**src/rtl/tbc_pkg.sv**
```systemverilog
`timescale 1ns/1ps
package tbc_pkg;
  localparam int DATA_W  = 8;
  localparam int PC_W    = 8;
  localparam int REG_N   = 8;
  localparam int SEL_W   = $clog2(REG_N);
  localparam int OP_W    = 4;
  localparam int INSTR_W = OP_W + 3 * SEL_W + PC_W;

  localparam logic [OP_W-1:0] OP_MOV = 4'd0;
  localparam logic [OP_W-1:0] OP_ADD = 4'd1;
  localparam logic [OP_W-1:0] OP_SUB = 4'd2;
  localparam logic [OP_W-1:0] OP_AND = 4'd3;
  localparam logic [OP_W-1:0] OP_OR  = 4'd4;
  localparam logic [OP_W-1:0] OP_INV = 4'd5;
  localparam logic [OP_W-1:0] OP_BRN = 4'd6;
  localparam logic [OP_W-1:0] OP_BRZ = 4'd7;
  localparam logic [OP_W-1:0] OP_JMP = 4'd8;

  typedef enum logic [2:0] {
    FN_PASS, FN_ADD, FN_SUB, FN_AND, FN_OR, FN_INV
  } alu_fn_t;

  typedef enum logic [1:0] {
    NX_STEP, NX_IF_NEG, NX_IF_ZERO, NX_ALWAYS
  } next_mode_t;

  typedef struct packed {
    logic [OP_W-1:0]  op;
    logic [SEL_W-1:0] src_a;
    logic [SEL_W-1:0] src_b;
    logic [SEL_W-1:0] dst;
    logic [PC_W-1:0]  tgt;
  } instr_t;
endpackage

```
**src/rtl/tbc_decode.sv**
```systemverilog
`timescale 1ns/1ps
module tbc_decode
  import tbc_pkg::*;
(
  input  logic             clk,
  input  logic             rst,
  input  instr_t           ins,
  output logic [REG_N-1:0] rd_a_sel,
  output logic [REG_N-1:0] rd_b_sel,
  output logic [REG_N-1:0] wr_sel,
  output logic             wr_en,
  output alu_fn_t          fn,
  output next_mode_t       nx_mode
);
  // one-hot field decoders, one line per register
  for (genvar g = 0; g < REG_N; g++) begin : g_onehot
    assign rd_a_sel[g] = (ins.src_a == SEL_W'(g));
    assign rd_b_sel[g] = (ins.src_b == SEL_W'(g));
    assign wr_sel[g]   = wr_en && (ins.dst == SEL_W'(g));
  end

  always_comb begin
    wr_en   = 1'b0;
    fn      = FN_PASS;
    nx_mode = NX_STEP;
    unique case (ins.op)
      OP_MOV: begin wr_en = 1'b1; fn = FN_PASS; end
      OP_ADD: begin wr_en = 1'b1; fn = FN_ADD;  end
      OP_SUB: begin wr_en = 1'b1; fn = FN_SUB;  end
      OP_AND: begin wr_en = 1'b1; fn = FN_AND;  end
      OP_OR:  begin wr_en = 1'b1; fn = FN_OR;   end
      OP_INV: begin wr_en = 1'b1; fn = FN_INV;  end
      OP_BRN: nx_mode = NX_IF_NEG;
      OP_BRZ: nx_mode = NX_IF_ZERO;
      OP_JMP: nx_mode = NX_ALWAYS;
      default: ;
    endcase
  end


  noop_quiet_chk: assert property (@(posedge clk) disable iff (rst)
    (ins.op > OP_JMP) |-> (!wr_en && nx_mode == NX_STEP && wr_sel == '0));

  src_onehot_chk: assert property (@(posedge clk) disable iff (rst)
    $onehot(rd_a_sel) && $onehot(rd_b_sel));
endmodule

```
**src/rtl/tbc_regfile.sv**
```systemverilog
`timescale 1ns/1ps
module tbc_regfile
  import tbc_pkg::*;
(
  input  logic              clk,
  input  logic              rst,
  input  logic [REG_N-1:0]  rd_a_sel,
  input  logic [REG_N-1:0]  rd_b_sel,
  input  logic [REG_N-1:0]  wr_sel,
  input  logic [DATA_W-1:0] wr_bus,
  output logic [DATA_W-1:0] bus_a,
  output logic [DATA_W-1:0] bus_b
);
  logic [DATA_W-1:0] rf [REG_N];

  for (genvar g = 0; g < REG_N; g++) begin : g_reg
    always_ff @(posedge clk) begin
      if (rst)            rf[g] <= '0;
      else if (wr_sel[g]) rf[g] <= wr_bus;
    end


    reg_load_chk: assert property (@(posedge clk) disable iff (rst)
      wr_sel[g] |=> (rf[g] == $past(wr_bus)));

    reg_hold_chk: assert property (@(posedge clk) disable iff (rst)
      !wr_sel[g] |=> $stable(rf[g]));
  end

  // gated-OR read buses: each selected register drives its bus lane
  always_comb begin
    bus_a = '0;
    bus_b = '0;
    for (int i = 0; i < REG_N; i++) begin
      bus_a = bus_a | (rf[i] & {DATA_W{rd_a_sel[i]}});
      bus_b = bus_b | (rf[i] & {DATA_W{rd_b_sel[i]}});
    end
  end


  wr_onehot_chk: assert property (@(posedge clk) disable iff (rst)
    $onehot0(wr_sel));
endmodule

```
**src/rtl/tbc_alu.sv**
```systemverilog
`timescale 1ns/1ps
module tbc_alu
  import tbc_pkg::*;
(
  input  alu_fn_t           fn,
  input  logic [DATA_W-1:0] a,
  input  logic [DATA_W-1:0] b,
  output logic [DATA_W-1:0] y,
  output logic              neg,
  output logic              zero
);
  always_comb begin
    unique case (fn)
      FN_PASS: y = a;
      FN_ADD:  y = a + b;
      FN_SUB:  y = a - b;
      FN_AND:  y = a & b;
      FN_OR:   y = a | b;
      FN_INV:  y = ~a;
      default: y = a;
    endcase
  end

  assign neg  = y[DATA_W-1];
  assign zero = (y == '0);
endmodule

```
**src/rtl/tbc_pc.sv**
```systemverilog
`timescale 1ns/1ps
module tbc_pc
  import tbc_pkg::*;
(
  input  logic            clk,
  input  logic            rst,
  input  next_mode_t      nx_mode,
  input  logic            flag_n,
  input  logic            flag_z,
  input  logic [PC_W-1:0] tgt,
  output logic [PC_W-1:0] pc
);
  logic            take;
  logic [PC_W-1:0] pc_inc;

  assign pc_inc = pc + PC_W'(1);

  always_comb begin
    unique case (nx_mode)
      NX_IF_NEG:  take = flag_n;
      NX_IF_ZERO: take = flag_z;
      NX_ALWAYS:  take = 1'b1;
      default:    take = 1'b0;
    endcase
  end

  always_ff @(posedge clk) begin
    if (rst)       pc <= '0;
    else if (take) pc <= tgt;
    else           pc <= pc_inc;
  end


  step_chk: assert property (@(posedge clk) disable iff (rst)
    (nx_mode == NX_STEP) |=> (pc == $past(pc) + PC_W'(1)));

  jump_chk: assert property (@(posedge clk) disable iff (rst)
    (nx_mode == NX_ALWAYS) |=> (pc == $past(tgt)));

  neg_branch_chk: assert property (@(posedge clk) disable iff (rst)
    (nx_mode == NX_IF_NEG && flag_n) |=> (pc == $past(tgt)));
endmodule

```
**src/rtl/tri_bus_core.sv**
```systemverilog
`timescale 1ns/1ps
module tri_bus_core
  import tbc_pkg::*;
(
  input  logic               clk,
  input  logic               rst,
  output logic [PC_W-1:0]    imem_addr,
  input  logic [INSTR_W-1:0] imem_data,
  output logic               wr_en,
  output logic [SEL_W-1:0]   wr_dst,
  output logic [DATA_W-1:0]  wr_data,
  output logic               flag_n,
  output logic               flag_z
);
  instr_t            ins;
  logic [REG_N-1:0]  rd_a_sel, rd_b_sel, wr_sel;
  alu_fn_t           fn;
  next_mode_t        nx_mode;
  logic [DATA_W-1:0] bus_a, bus_b, wbus;
  logic              res_neg, res_zero;
  logic [PC_W-1:0]   pc;

  assign ins       = instr_t'(imem_data);
  assign imem_addr = pc;

  tbc_decode u_dec (
    .clk(clk), .rst(rst), .ins(ins),
    .rd_a_sel(rd_a_sel), .rd_b_sel(rd_b_sel), .wr_sel(wr_sel),
    .wr_en(wr_en), .fn(fn), .nx_mode(nx_mode)
  );

  tbc_regfile u_rf (
    .clk(clk), .rst(rst),
    .rd_a_sel(rd_a_sel), .rd_b_sel(rd_b_sel), .wr_sel(wr_sel),
    .wr_bus(wbus), .bus_a(bus_a), .bus_b(bus_b)
  );

  tbc_alu u_alu (
    .fn(fn), .a(bus_a), .b(bus_b),
    .y(wbus), .neg(res_neg), .zero(res_zero)
  );

  tbc_pc u_pc (
    .clk(clk), .rst(rst), .nx_mode(nx_mode),
    .flag_n(flag_n), .flag_z(flag_z), .tgt(ins.tgt), .pc(pc)
  );

  always_ff @(posedge clk) begin
    if (rst) begin
      flag_n <= 1'b0;
      flag_z <= 1'b0;
    end else if (wr_en) begin
      flag_n <= res_neg;
      flag_z <= res_zero;
    end
  end

  assign wr_dst  = ins.dst;
  assign wr_data = wbus;


  flag_track_chk: assert property (@(posedge clk) disable iff (rst)
    wr_en |=> (flag_n == $past(wr_data[DATA_W-1]) && flag_z == ($past(wr_data) == '0)));

  flag_hold_chk: assert property (@(posedge clk) disable iff (rst)
    !wr_en |=> ($stable(flag_n) && $stable(flag_z)));

  fetch_addr_chk: assert property (@(posedge clk) disable iff (rst)
    imem_addr == pc);
endmodule

```
**config.mk**
```make
export PLATFORM = sky130hd
export DESIGN_NAME = tri_bus_core
export DESIGN_NICKNAME = d
export VERILOG_FILES = /design/src/rtl/tbc_pkg.sv /design/src/rtl/tbc_decode.sv /design/src/rtl/tbc_regfile.sv /design/src/rtl/tbc_alu.sv /design/src/rtl/tbc_pc.sv /design/src/rtl/tri_bus_core.sv
export SDC_FILE = /design/constraint.sdc
export NUM_CORES = 1
export LEC_CHECK = 0
export CORE_MARGIN = 10
export CORE_UTILIZATION = 58
export CTS_BUF_LIST = sky130_fd_sc_hd__clkbuf_16
export CTS_CLUSTER_DIAMETER = 60
export DETAILED_ROUTE_END_ITERATION = 6
export PLACE_DENSITY = 0.84
export SLEW_MARGIN = 20
export SYNTH_ARGS = -nofsm -noshare
export SYNTH_HDL_FRONTEND = slang
export SYNTH_SLANG_ARGS = --single-unit
```
**constraint.sdc**
```tcl
create_clock -name clk -period 13.66 [get_ports clk]
set_input_delay 3.415 -clock clk [delete_from_list [all_inputs] [get_ports clk]]
set_output_delay 3.415 -clock clk [all_outputs]
set_load 0.03 [all_outputs]
```
# Yosys cells after proc, flatten, opt, wreduce, memory -nomap -nowiden
# Memories as Yosys holds them, arrays and structs flattened.
# Index checks and enable logic that the tools add are counted.
# op_classes
add_sub_neg,3
eq_ne,37
muxes,40
n_bitwise,41
reduce_logical,14
# op_table
operator,count
bitwise AND 8 bit,17
OR 8 bit,15
two-way mux 8 bit,9
"== test 3 bit, second input constant",14
one-hot mux 8 bit (5 select lines),1
two-way mux 1 bit,27
"== test 3 x 2 -> 1 bit, second input constant",8
"== test 4 x 3 -> 1 bit, second input constant",4
one-hot mux 3 bit (5 select lines),1
"== test 3 x 1 -> 1 bit, second input constant",4
logical NOT 3 bit,3
"adder 8 x 1 -> 8 bit, second input constant",1
adder 8 bit,1
"== test 4 x 2 -> 1 bit, second input constant",2
logical AND 1 bit,8
logical NOT 8 bit,1
NOT 8 bit,1
OR 1 bit,8
subtractor 8 bit,1
one-hot mux 2 bit (3 select lines),1
OR reduction 6 bit,1
"== test 2 bit, second input constant",2
"== test 4 x 1 -> 1 bit, second input constant",1
"== test 4 bit, second input constant",1
3 further kinds,3
# totals
ff_bits,10
ramBits,64
in_bits,23
output_inout_bits,22
elab_cells,139
mem_count,1
# mem_list
memory,depth,width,rd,rd_clocked_by_memory_dff,write_ports,line_no,text
u_rf.rf,8,8,8,0,8,tbc_regfile.sv:14,logic [DATA_W-1:0] rf [REG_N];

# Depth between registers and ports, before layout
# logic_depth
ltp_word,12
depth_mapped,18
ltp_nobuf,15

# Cells and area by module
# A second synthesis with hierarchy kept.
# unflattened
hier_cells,473
area_unflattened_um2,4839.6
# by_module_without_submodules
mod,instances,cells_per_inst,area_each_um2
tbc_regfile,1,241,3118.0
tbc_alu,1,133,958.4
tbc_pc,1,48,407.9
tbc_decode,1,42,265.3
tri_bus_core,1,9,90.1

# Worst setup path after synthesis
# OpenSTA, ideal clock, no wires.
# synth_path
kind,in2out
start,input port imem_data[13]
end,output port wr_data[5]
arrival_ps,6753
required_ps,10245
setup_slack_ps,3492
stages,15
path_buffers,2
cell_sequence,buf_2 -> buf_2 -> mux2i_1 -> a211oi_1 -> nor3_1 -> ha_1 -> a21oi_1 -> ha_1 -> nor2b_1 -> o31a_1 -> o21ai_0 -> nor2b_1 -> xnor2_1 -> a221oi_2 -> inv_1
# synth_between
elab_chain_cells,11
word_cells_on_any_way,28
# synth_rtl
element,line_no,text
from (decl),tri_bus_core.sv:8,"input logic [INSTR_W-1:0] imem_data,"
== test 3 x 1 -> 1 bit or logical NOT 3 bit (tied branches),tbc_decode.sv:18,assign rd_b_sel[g] = (ins.src_b == SEL_W'(g));
bitwise AND 8 bit,tbc_regfile.sv:36,bus_b = bus_b | (rf[i] & {DATA_W{rd_b_sel[i]}});
OR 8 bit (6 in series),tbc_regfile.sv:36,
OR 8 bit (*),tbc_regfile.sv:36,
"subtractor 8 bit, or another cell as far along",tbc_alu.sv:16,FN_SUB: y = a - b;
one-hot mux 8 bit (5 select lines) (*),tbc_alu.sv:13,unique case (fn)
to (decl),tri_bus_core.sv:11,"output logic [DATA_W-1:0] wr_data,"
# Every way passes the cells marked *; elsewhere a longest branch is shown, timed or not.

# Worst setup path in the final report
# Same ends and word-level chain as after synthesis.

==> results.json <==
{
  "hp-start": "u_pc.pc[0]$_SDFF_PP0_",
  "tns_ps": 0,
  "power.leakage_nw": 2.24,
  "path_max_fanout": 20,
  "insertion_delay_ps": 330,
  "ys_warn_count": 0,
  "drtIter0Drc": 465,
  "die-width_um": 113,
  "io_buffers": 44,
  "chipHeight_um": 113,
  "diodes": 0,
  "async_reset_ff_share_pct": 0,
  "synthMuxAreaShare_pct": 15.0,
  "cts_buffers": 9,
  "cts_sinks": 74,
  "maxSlewHeadroom_pct": 30.2,
  "coreArea_mm2": 0.00830,
  "hold_path_depth": 3,
  "grt_first_pass_wirelength_um": 22100,
  "antenna_found_initial": 0,
  "ys_ff_latch": 74,
  "layout_min_cycle_time_ps": 12100,
  "clockBufferDepth": 2,
  "rrSetupSlack_ps": 9340,
  "yosysMostFrequentCell": "nor2_1",
  "syn_inst": 479,
  "dpl-instance-area_mm2": 0.00542,
  "post_cts_resize_count": 0,
  "cp.arrival_ps": 8680,
  "synth_xor_area_share_pct": 3.33,
  "synth-edff-count": 64,
  "setup_slack_ps": 1560,
  "synth.distinct_cells": 66,
  "slew_viol_final": 0,
  "p_per_area_mw_per_mm2": 123,
  "synthTopCellsByArea": "edfxtp_1, nor2_1, mux4_2",
  "ctsHtreeMaxLevel": 3,
  "cts_tree": "yes",
  "die-area_mm2": 0.0127,
  "outcome": "finished clean",
  "startpoint_type": "input pin",
  "synth-compound-area-share_pct": 15.0,
  "ys.flop_type": "edfxtp_1",
  "worst_slew_pin_slew_ps": 1040,
  "crit_type": "in2out",
  "root_buffer": "clkbuf_16",
  "syn_area_mm2": 0.00500,
  "place_ws_ps": 1510,
  "hold_path_end": "u_pc.pc[0]$_SDFF_PP0_",
  "postCtsSetupRepairBufs": 0,
  "maxCapViolations": 0,
  "syn_nets": 514,
  "vdd_drop_max_mv": 0.0828,
  "gp_congestion": 0.928,
  "wl_per_cell_um": 22.9,
  "wl_um": 14200,
  "firstDrtPassIters": 7,
  "area_delta_synth_final_pct": 14.9,
  "vias": 4106,
  "rows": 33,
  "skew_ps": 5.95,
  "fillCellCount": 570,
  "start_util_pct": 60.2,
  "grt-ovfl-total": 0,
  "hold_viol": 0,
  "multi_input_area_mm2": 0.00264,
  "drive_gt1_share_pct": 13.5,
  "ios": 45,
  "cp-end-kind": "output port",
  "grt.total_usage_pct": 21.9,
  "hold_buffers": 0,
  "clk_pin_slew_ps": 60,
  "synth-seq-area-share_pct": 42.5,
  "regArea_mm2": 0.00212,
  "synth.largest_area_cell": "edfxtp_1",
  "synth-simple-area-share_pct": 16.1,
  "hp-class": "reg2reg",
  "grt_pass1_vias": 4092,
  "synth_top_family_by_area": "simple AND/OR/NAND/NOR gates",
  "yosys-top-cells-count": "nor2_1, edfxtp_1, nand2_1, inv_1, mux2i_1",
  "r2r_start": "u_rf.rf[1][0]$_SDFFCE_PN0P_",
  "routed_via_density": 6.65,
  "fmax_mhz": 82.7,
  "drc": 0,
  "fin_crit_sh_pct": 88.6,
  "dp_hpwl_um": 9800,
  "grt_max_degree": 27,
  "critPathRequiredTime_ps": 10240,
  "finalSetupViolCount": 0,
  "postLayoutCellArea_mm2": 0.00574,
  "yosysTopAreaCellShare_pct": 38.5,
  "final_nets": 543,
  "synth_fa_ha_area_share_pct": 3.16,
  "r2r-end": "flag_z$_SDFFE_PP0P_",
  "rsz0062_at_grt": "no",
  "synth.avg_cell_area_um2": 10.4,
  "reg2reg_depth": 14,
  "antenna_left": 0
}
-- power by group --
group | total (W) | internal (W) | switching (W)
Sequential | 0.000264 | 0.000257 | 0.00000732
Clock | 0.000254 | 0.000160 | 0.0000946
Combinational | 0.000190 | 0.0000749 | 0.000115
Total | 0.000708 | 0.000491 | 0.000217
-- state kept, by name, indices dropped and copies added, names as in the netlist --
| signal | cells |
|---|---|
| u_rf.rf | 64 |
| u_pc.pc | 8 |
| flag_z | 1 |
| flag_n | 1 |
-- final cells by class --
cell class | count | area share, %
clock buffers | 9 | 3.92
clock inverters | 6 | 1.57
inverters | 23 | 1.50
multi-input cells | 354 | 45.9
flip-flops and latches | 74 | 37.0
well taps | 105 | 2.29
repair buffers | 46 | 7.85
-- worst max-delay path, stage by stage --
cell and delay [ps]:
clkdlybuf4s50_1 1160, a21boi_0 210, a211oi_1 530, nor3_1 200, ha_1 320, a21oi_1 230, ha_1 280, nor2b_1 140
o31a_1 250, o21ai_0 230, nor2b_1 250, xnor2_1 110, a221oi_2 610, inv_1 110, clkdlybuf4s50_1 630
-- cell families after synthesis --
kind of cell,after synthesis
flops,74
xor+xnor,19
compound gates,96
mux,49
fa+ha+maj,12
buf+inv,51
simple gates,178
-- metrics by stage --
stage | hold WS [ps] | total power, W | instances | utilization (%)
floorplan | 650 | 0.000401 | 479 | -
global placement | 536 | 0.000450 | 602 | 65.3
detailed placement | 569 | 0.000453 | 602 | 65.3
CTS | 586 | 0.000705 | 617 | 69.1
global route | 618 | 0.000733 | 617 | 69.2
finish | 574 | 0.000708 | 617 | 69.2
-- worst max path at each step --
stage                              from         end  slack (ps)  cells after the start
after floorplan           imem_data[13]  wr_data[5]        3490                     15
after global placement    imem_data[11]  wr_data[5]        1660                     15
final                     imem_data[13]  wr_data[5]        1560                     15
after global routing      imem_data[13]  wr_data[5]        1280                     15
after detailed placement  imem_data[11]  wr_data[5]        1510                     15
after CTS                 imem_data[11]  wr_data[5]        1470                     15
-- layout by cell type (no fill, tap or decap), drive strengths merged, types with 4 or more instances in the layout --
cell           instances
nor3                  11
and3                   4
nand3                  6
xor2                   5
ha                    11
a21o                  12
mux4                  16
xnor2                 14
nor2b                  8
a211oi                14
a221oi                10
inv                   23
clkdlybuf4s50         43
a21oi                 16
o22ai                  4
clkbuf                 9
a22oi                  4
o21ai                 12
nand2                 31
mux2i                 17
mux2                  16
edfxtp                64
dfxtp                 10
nor2                 101
a31oi                  5
-- layer usage --
layer,routed length (um),global-route usage (%)
met1,5280,26.5
met5,0,0
met3,1740,6.44
met4,494,8.97
met2,6630,35.6
Power figures use the tool's default switching activity.
